## src/rtl/amm_pkg.sv

```systemverilog
package amm_pkg;

    // Low status-word bits are owned by neighbouring logic.
    localparam int STS_BASE = 4;

    typedef enum logic [1:0] {
        ST_OFF = 2'd0,
        ST_ARM = 2'd1,
        ST_RUN = 2'd2
    } cmp_state_e;

endpackage

```

## src/rtl/amm_threshold.sv

```systemverilog
module amm_threshold #(
    parameter int RES_W = 12
) (
    input  logic [RES_W-1:0] sample,
    input  logic [RES_W-1:0] thresh,
    input  logic             dir_ge,
    output logic             pass
);

    always_comb begin
        if (dir_ge) begin
            pass = (sample >= thresh);
        end else begin
            pass = (sample < thresh);
        end
    end

endmodule

```

## src/rtl/amm_cmp_unit.sv

```systemverilog
module amm_cmp_unit
    import amm_pkg::*;
#(
    parameter int RES_W  = 12,
    parameter int CNT_W  = 4,
    parameter int SLOT_W = 4
) (
    input  logic              clk,
    input  logic              rst_n,
    input  logic              en,
    input  logic [SLOT_W-1:0] slot_sel,
    input  logic              dir_ge,
    input  logic [RES_W-1:0]  thresh,
    input  logic [CNT_W-1:0]  runlen,
    input  logic              res_vld,
    input  logic [SLOT_W-1:0] res_slot,
    input  logic [RES_W-1:0]  res_data,
    input  logic              clr_out,
    input  logic              clr_flag,
    output logic              cmp_out,
    output logic              flag
);

    cmp_state_e       state, nxt_state;
    logic [CNT_W-1:0] run_cnt, nxt_cnt;
    logic             sel;
    logic             pass;
    logic             last;
    logic             fire;

    amm_threshold #(
        .RES_W(RES_W)
    ) u_thr (
        .sample(res_data),
        .thresh(thresh),
        .dir_ge(dir_ge),
        .pass  (pass)
    );

    assign sel  = en && res_vld && (res_slot == slot_sel);
    assign last = (run_cnt == runlen);

    // Next-state and run-count decision.
    always_comb begin
        nxt_state = state;
        nxt_cnt   = run_cnt;
        fire      = 1'b0;
        unique case (state)
            ST_OFF, ST_ARM: begin
                if (!en) begin
                    nxt_state = ST_OFF;
                    nxt_cnt   = '0;
                end else if (sel && pass) begin
                    if (runlen == '0) begin
                        fire      = 1'b1;
                        nxt_state = ST_ARM;
                        nxt_cnt   = '0;
                    end else begin
                        nxt_state = ST_RUN;
                        nxt_cnt   = CNT_W'(1);
                    end
                end else begin
                    nxt_state = ST_ARM;
                    nxt_cnt   = '0;
                end
            end
            ST_RUN: begin
                if (!en) begin
                    nxt_state = ST_OFF;
                    nxt_cnt   = '0;
                end else if (sel && !pass) begin
                    nxt_state = ST_ARM;
                    nxt_cnt   = '0;
                end else if (sel && pass) begin
                    if (last) begin
                        fire      = 1'b1;
                        nxt_state = ST_ARM;
                        nxt_cnt   = '0;
                    end else begin
                        nxt_cnt   = run_cnt + 1'b1;
                    end
                end
            end
            default: begin
                nxt_state = ST_OFF;
                nxt_cnt   = '0;
            end
        endcase
    end

    // State register.
    always_ff @(posedge clk or negedge rst_n) begin
        if (!rst_n) begin
            state   <= ST_OFF;
            run_cnt <= '0;
        end else begin
            state   <= nxt_state;
            run_cnt <= nxt_cnt;
        end
    end

    // Output registers: updates from results take priority over clears.
    always_ff @(posedge clk or negedge rst_n) begin
        if (!rst_n) begin
            cmp_out <= 1'b0;
            flag    <= 1'b0;
        end else begin
            if (!en) begin
                cmp_out <= 1'b0;
            end else if (sel) begin
                cmp_out <= pass;
            end else if (clr_out) begin
                cmp_out <= 1'b0;
            end

            if (fire) begin
                flag <= 1'b1;
            end else if (clr_flag) begin
                flag <= 1'b0;
            end
        end
    end

endmodule

```

## src/rtl/adc_match_monitor.sv

```systemverilog
module adc_match_monitor
    import amm_pkg::*;
#(
    parameter int NCMP   = 2,
    parameter int RES_W  = 12,
    parameter int CNT_W  = 4,
    parameter int SLOT_W = 4,
    localparam int OUT_LO = STS_BASE,
    localparam int FLG_LO = STS_BASE + NCMP,
    localparam int STS_W  = STS_BASE + 2 * NCMP
) (
    input  logic                     clk,
    input  logic                     rst_n,
    input  logic                     res_vld,
    input  logic [SLOT_W-1:0]        res_slot,
    input  logic [RES_W-1:0]         res_data,
    input  logic [NCMP-1:0]          cfg_en,
    input  logic [NCMP*SLOT_W-1:0]   cfg_slot,
    input  logic [NCMP-1:0]          cfg_dir,
    input  logic [NCMP*RES_W-1:0]    cfg_thresh,
    input  logic [NCMP*CNT_W-1:0]    cfg_runlen,
    input  logic [NCMP-1:0]          cfg_ie,
    input  logic                     clr_we,
    input  logic [STS_W-1:0]         clr_data,
    output logic [STS_W-1:0]         status_word,
    output logic [NCMP-1:0]          irq
);

    logic [NCMP-1:0] cmp_bits;
    logic [NCMP-1:0] flag_bits;

    for (genvar i = 0; i < NCMP; i++) begin : g_unit
        amm_cmp_unit #(
            .RES_W (RES_W),
            .CNT_W (CNT_W),
            .SLOT_W(SLOT_W)
        ) u_unit (
            .clk     (clk),
            .rst_n   (rst_n),
            .en      (cfg_en[i]),
            .slot_sel(cfg_slot[i*SLOT_W +: SLOT_W]),
            .dir_ge  (cfg_dir[i]),
            .thresh  (cfg_thresh[i*RES_W +: RES_W]),
            .runlen  (cfg_runlen[i*CNT_W +: CNT_W]),
            .res_vld (res_vld),
            .res_slot(res_slot),
            .res_data(res_data),
            .clr_out (clr_we && clr_data[OUT_LO + i]),
            .clr_flag(clr_we && clr_data[FLG_LO + i]),
            .cmp_out (cmp_bits[i]),
            .flag    (flag_bits[i])
        );

        assign irq[i] = flag_bits[i] && cfg_ie[i] && cfg_en[i];
    end

    always_comb begin
        status_word = '0;
        status_word[OUT_LO +: NCMP] = cmp_bits;
        status_word[FLG_LO +: NCMP] = flag_bits;
    end

endmodule

```

## config.mk

```make
export PLATFORM = sky130hd
export DESIGN_NAME = adc_match_monitor
export DESIGN_NICKNAME = d
export VERILOG_FILES = /design/src/rtl/amm_pkg.sv /design/src/rtl/amm_threshold.sv /design/src/rtl/amm_cmp_unit.sv /design/src/rtl/adc_match_monitor.sv
export SDC_FILE = /design/constraint.sdc
export NUM_CORES = 1
export LEC_CHECK = 0
export CAP_MARGIN = 10
export CORE_MARGIN = 8
export CORE_UTILIZATION = 42
export DETAILED_ROUTE_END_ITERATION = 8
export GPL_ROUTABILITY_DRIVEN = 0
export HOLD_SLACK_MARGIN = 0.06
export PLACE_DENSITY = 0.85
export SYNTH_ARGS = -nofsm -noshare
export SYNTH_HDL_FRONTEND = slang
export SYNTH_SLANG_ARGS = --single-unit
```

## constraint.sdc

```tcl
create_clock -name clk -period 1.6 [get_ports clk]
set_input_delay 0.4 -clock clk [delete_from_list [all_inputs] [get_ports clk]]
set_output_delay 0.4 -clock clk [all_outputs]
set_load 0.005 [all_outputs]
```

---- After elaboration in Yosys (flattened, before gate mapping) ----
Cells that the tools add are included.
word-level totals
  register bits after elaboration ......... 16
  latch bits .............................. 0
  bits in writable memories ............... 0
  bits in read-only memories .............. 0
  input port bits ......................... 74
  output and inout bits ................... 10
  word-level logic and storage cells ...... 116
  memories ................................ 0
cells by class
  $add $sub $neg .......................... 2
  multiply operators ...................... 0
  div/mod/pow operators ................... 0
  magnitude comparators ................... 4
  eq/ne operators ......................... 14
  shift-type cells ........................ 0
  mux-type cells .......................... 60
  bitwise operators ....................... 0
  reductions and logical operators ........ 28
operators with widths
  kind                                                   count
  2-to-1 mux 4 bit                                       10
  2-to-1 mux 1 bit                                       30
  2-to-1 mux 2 bit                                       14
  >= comparator 12 bit                                   2
  less-than comparator 12 bit                            2
  equality test 4 bit                                    4
  logical AND 1 bit                                      16
  inequality test 4 x 2 -> 1 bit, second input constant  4
  case mux 4 bit (2 select lines)                        2
  adder 4 x 1 -> 4 bit, second input constant            2
  logical NOT 4 bit                                      2
  case mux 2 bit (2 select lines)                        2
  inequality test 3 x 1 -> 1 bit, second input constant  2
  equality test 2 x 1 -> 1 bit, second input constant    2
  equality test 2 bit, second input constant             2
  logical NOT 2 bit                                      2
  case mux 1 bit (2 select lines)                        2
  AND reduction 2 bit                                    2
  nonzero test 2 bit                                     2
  OR reduction 2 bit                                     2
  logical NOT 1 bit                                      2

---- Logic depth before layout (Yosys ltp) ----
  depth in word-level cells ............... 8
  gate-level depth with buffers ........... 8
  gate-level depth less buffers ........... 8

---- Modules after synthesis ----
A second synthesis with hierarchy kept.
unflattened totals
  cell total of the unflattened synthesis .. 211
  area, all modules ....................... 1,818.0 um^2
modules (own cells, without submodules)
  module             instances  cells an instance  area each (um^2)  sequential area each (um^2)
  amm_cmp_unit       2          58                 558.0             200.2
  amm_threshold      2          42                 315.3             0.0
  adc_match_monitor  1          11                 71.3              0.0

---- Worst setup path before layout ----
Ideal clock, no wire load.
  kind .................................... input to register
  start ................................... input port cfg_thresh[1]
  end ..................................... register g_unit[0].u_unit.state[0]
  arrival ................................. 1,595 ps
  path slack .............................. -115 ps
  cell stages on the path ................. 8
  buffers on the path ..................... 0
  cells stage by stage .................... inv_1 > ha_1 > nor2b_1 > o211ai_1 > o2bb2ai_1 > a31o_2 > a21oi_1 > o211a_1
between the ends
  word-level cells in the longest chain between the ends .. 7
RTL lines
  element                                                              line                                      text
  from (decl)                                                          adc_match_monitor.sv:20                   input logic [NCMP*RES_W-1:0] cfg_thresh,
  less-than comparator 12 bit or >= comparator 12 bit (tied branches)  amm_threshold.sv:14, amm_threshold.sv:12
  2-to-1 mux 1 bit (*)                                                 amm_threshold.sv:11                       if (dir_ge) begin
  logical NOT 1 bit                                                    amm_cmp_unit.sv:71                        end else if (sel && !pass) begin
  logical AND 1 bit                                                    amm_cmp_unit.sv:71
  2-to-1 mux 2 bit                                                     amm_cmp_unit.sv:71
  2-to-1 mux 2 bit                                                     amm_cmp_unit.sv:68                        if (!en) begin
  case mux 2 bit (2 select lines)                                      amm_cmp_unit.sv:48                        unique case (state)
  to (signal assigned)                                                 amm_cmp_unit.sv:97                        state <= nxt_state;
  to (decl)                                                            amm_cmp_unit.sv:24                        cmp_state_e state, nxt_state;
Every way passes the cells marked *; elsewhere a longest branch is shown, timed or not.
A chain may end at the register's enable or synchronous reset.

---- Worst setup path in the final report ----
  start ................................... input port cfg_thresh[2]
  end ..................................... register g_unit[0].u_unit.state[0]
The elaborated chain is that of the path after synthesis.

==> flow_summary.json <==
{
  "seqPwrFrac_pct": 29.9,
  "synthCells": 223,
  "comb_power_share_pct": 48.6,
  "dpl_cell_area_um2": 2760,
  "via_count": 2152,
  "numCtsBuffers": 3,
  "nets": 425,
  "viasPerCell": 5.77,
  "ir_drop_v": 0.000449,
  "synth_seq_cells": 16,
  "fmax_mhz": 571,
  "cts_hold_buf": 0,
  "power_switching_uw": 448,
  "cts_max_level": 1,
  "row_count": 23,
  "cp_data_required_time_ns": 1.73,
  "cap_violations": 0,
  "hold_viol_final": 0,
  "layout_common_cells": "buf_4, nand2_1, inv_2",
  "drt_wl_total_mm": 7.66,
  "cp_max_fo": 4,
  "core_um2": 4030,
  "skew_ns": 0.000780,
  "path_cells": "clkdlybuf4s15_1 > inv_2 > ha_4 > nand4_1 > o31ai_2 > a21oi_4 > nand3_4 > a21oi_2 > o211a_1",
  "cpPeakStageDelay_ns": 0.37,
  "grt_setup_unrepaired": "yes",
  "stdcell_area_um2": 3300,
  "clockPowerShare_pct": 21.6,
  "hold_class": "in -> async",
  "clock_latency_ns": 0.25,
  "layout_min_cycle_time_ns": 1.75,
  "fin_crit_sh_pct": 110,
  "mostFrequentLayoutCell": "buf_4",
  "placedCellCount": 362,
  "p_leak_nw": 1.52,
  "cp_top_family": "compound AO/OA/AOI/OAI gates",
  "design.die.area_um2": 6560,
  "drive_gt1_share_pct": 52.3,
  "grt_pass1_vias": 2250,
  "ctsLongestPathBuffers": 2,
  "drv_slew": 0,
  "powerDensity_nw_per_um2": 421,
  "start_util_pct": 44.0,
  "grt_pass1_wl_mm": 10.8,
  "crit_type": "in -> reg",
  "clkSinkCount": 16,
  "crit_buf_inv": 2,
  "overflow": 0,
  "io_pins": 84,
  "wl_per_cell_um": 20.5,
  "area_delta_synth_final_pct": 85.9,
  "p_sw_share_pct": 32.3,
  "cp.arrival_ns": 1.88,
  "grtUsageTotal_pct": 20.7,
  "violations": "setup timing",
  "setup_ws_ns": -0.152,
  "dp.final_hpwl_mm": 4.67,
  "ant_nets": 0,
  "synth_cell_type_count": 37,
  "antenna_found_initial": 0,
  "ys_seq_area_share_pct": 22.6,
  "io_buffers": 75,
  "yosys_warnings": 0,
  "slowest_stage": "o31ai_2",
  "antenna_cells": 0,
  "p_total_mw": 1.39,
  "cts-root-buf": "clkbuf_8",
  "fin_util_pct": 81.8,
  "fin_cells": 373,
  "worst_setup_path_end_kind": "flip-flop",
  "drc": 0,
  "clkTransAtPathRegs_ns": 0.06,
  "die_w_um": 81.0,
  "grt_max_degree": 17,
  "postSynthAreaPerCell_um2": 7.95,
  "die_h_um": 81.0,
  "setup_viol": 13,
  "cts_tree": "done",
  "p_int_uw": 939,
  "dr.pass1.iters": 4,
  "syn_area_um2": 1770,
  "n_fill_cell": 213,
  "run_status": "finished, violations left",
  "crit_path_start_kind": "primary input",
  "drtIter0Drc": 123
}
## repair_timing
item	in CTS	in global routing
gates resized for setup	223	86
buffers inserted	6	2
setup endpoints to repair	18	16
pin swaps	51	53
## layer usage
metal / track usage, % / up-vias / wire [µm]
li1: - / 980 / -
met1: 21.9 / 1028 / 2620
met2: 39.2 / 106 / 4110
met3: 3.97 / 38 / 494
met4: 8.04 / 0 / 437
met5: 0 / - / 0
## power by group through the flow
stage	combinational [mW]	sequential, mW	clock (mW)
4_1_cts	0.560	0.414	0.303
6_report	0.674	0.415	0.299
5_1_grt	0.718	0.415	0.318
3_3_place_gp	0.457	0.421	0
2_1_floorplan	0.202	0.420	0
3_5_place_dp	0.477	0.421	0
## registers in the layout (all words and copies together) (netlist names)
signal	flops
g_unit.u_unit.cmp_out	2
g_unit.u_unit.flag	2
g_unit.u_unit.state	4
g_unit.u_unit.run_cnt	8
## logic make-up after synthesis
group / synth area share (%)
AOI/OAI and AO/OA: 17.7
buffers and inverters: 9.53
and+or+nand+nor: 24.7
adders and majority gates: 18.3
DFF: 22.6
other: 0.212
xor gates and xnor gates: 6.92
## Yosys cell counts
cell type | n | area, µm²
o21ai_1 | 1 | 5.00
or4_1 | 1 | 7.51
nand3_1 | 7 | 35.0
nor2_1 | 10 | 37.5
a211oi_1 | 2 | 15.0
xnor2_1 | 2 | 17.5
nand4b_2 | 1 | 15.0
a22oi_1 | 1 | 7.51
nor2b_1 | 13 | 81.3
a222oi_1 | 1 | 10.0
o31ai_1 | 2 | 15.0
nand4_1 | 8 | 50.1
dfrtp_1 | 16 | 400
o211a_1 | 3 | 30.0
a21oi_1 | 14 | 70.1
buf_4 | 8 | 60.1
nor3_2 | 1 | 10.0
nand3b_4 | 1 | 20.0
nor3b_1 | 1 | 7.51
o21ai_0 | 13 | 65.1
o22ai_1 | 2 | 12.5
o21bai_1 | 1 | 7.51
o2111ai_1 | 3 | 26.3
inv_1 | 29 | 109
nand2_1 | 26 | 97.6
ha_1 | 26 | 325
xor2_1 | 12 | 105
and3_1 | 2 | 12.5
o211ai_1 | 2 | 15.0
o2bb2ai_1 | 2 | 17.5
a31o_2 | 2 | 17.5
nor4_2 | 1 | 12.5
nor4_1 | 2 | 12.5
conb_1 | 1 | 3.75
and4_1 | 2 | 17.5
and2_1 | 1 | 6.26
nor3_1 | 3 | 15.0
## per-stage QoR
step	worst slack [ns]	TNS [ns]	hold WS (ns)
2_1_floorplan	-0.0836	-0.117	0.104
3_3_place_gp	-0.758	-11.68	0.497
3_5_place_dp	-0.823	-12.67	0.508
4_1_cts	-0.000543	-0.000543	0.465
5_1_grt	-0.202	-1.97	0.484
6_report	-0.152	-0.861	0.462
## final cells by class
class | instances | area, µm² | area share, %
Timing Repair Buffer | 102 | 870 | 26.4
Clock buffer | 3 | 41.3 | 1.25
Sequential cell | 16 | 400 | 12.1
Tap cell | 50 | 62.6 | 1.90
Multi-Input combinational cell | 173 | 1800 | 54.6
Inverter | 29 | 124 | 3.76
## worst paths after layout
path	start	to	slack, ns	cells after the start
max reg2reg	g_unit[0].u_unit.run_cnt[2]	g_unit[0].u_unit.state[0]	0.01	5
min	rst_n	g_unit[0].u_unit.run_cnt[0]	0.46	2
min in group clk	g_unit[0].u_unit.flag	g_unit[0].u_unit.flag	0.53	2
max in group asynchronous	rst_n	g_unit[1].u_unit.run_cnt[2]	0.95	2
min reg2reg	g_unit[0].u_unit.flag	g_unit[0].u_unit.flag	0.53	2
max	cfg_thresh[2]	g_unit[0].u_unit.state[0]	-0.15	9
Power figures use the tool's default switching activity.
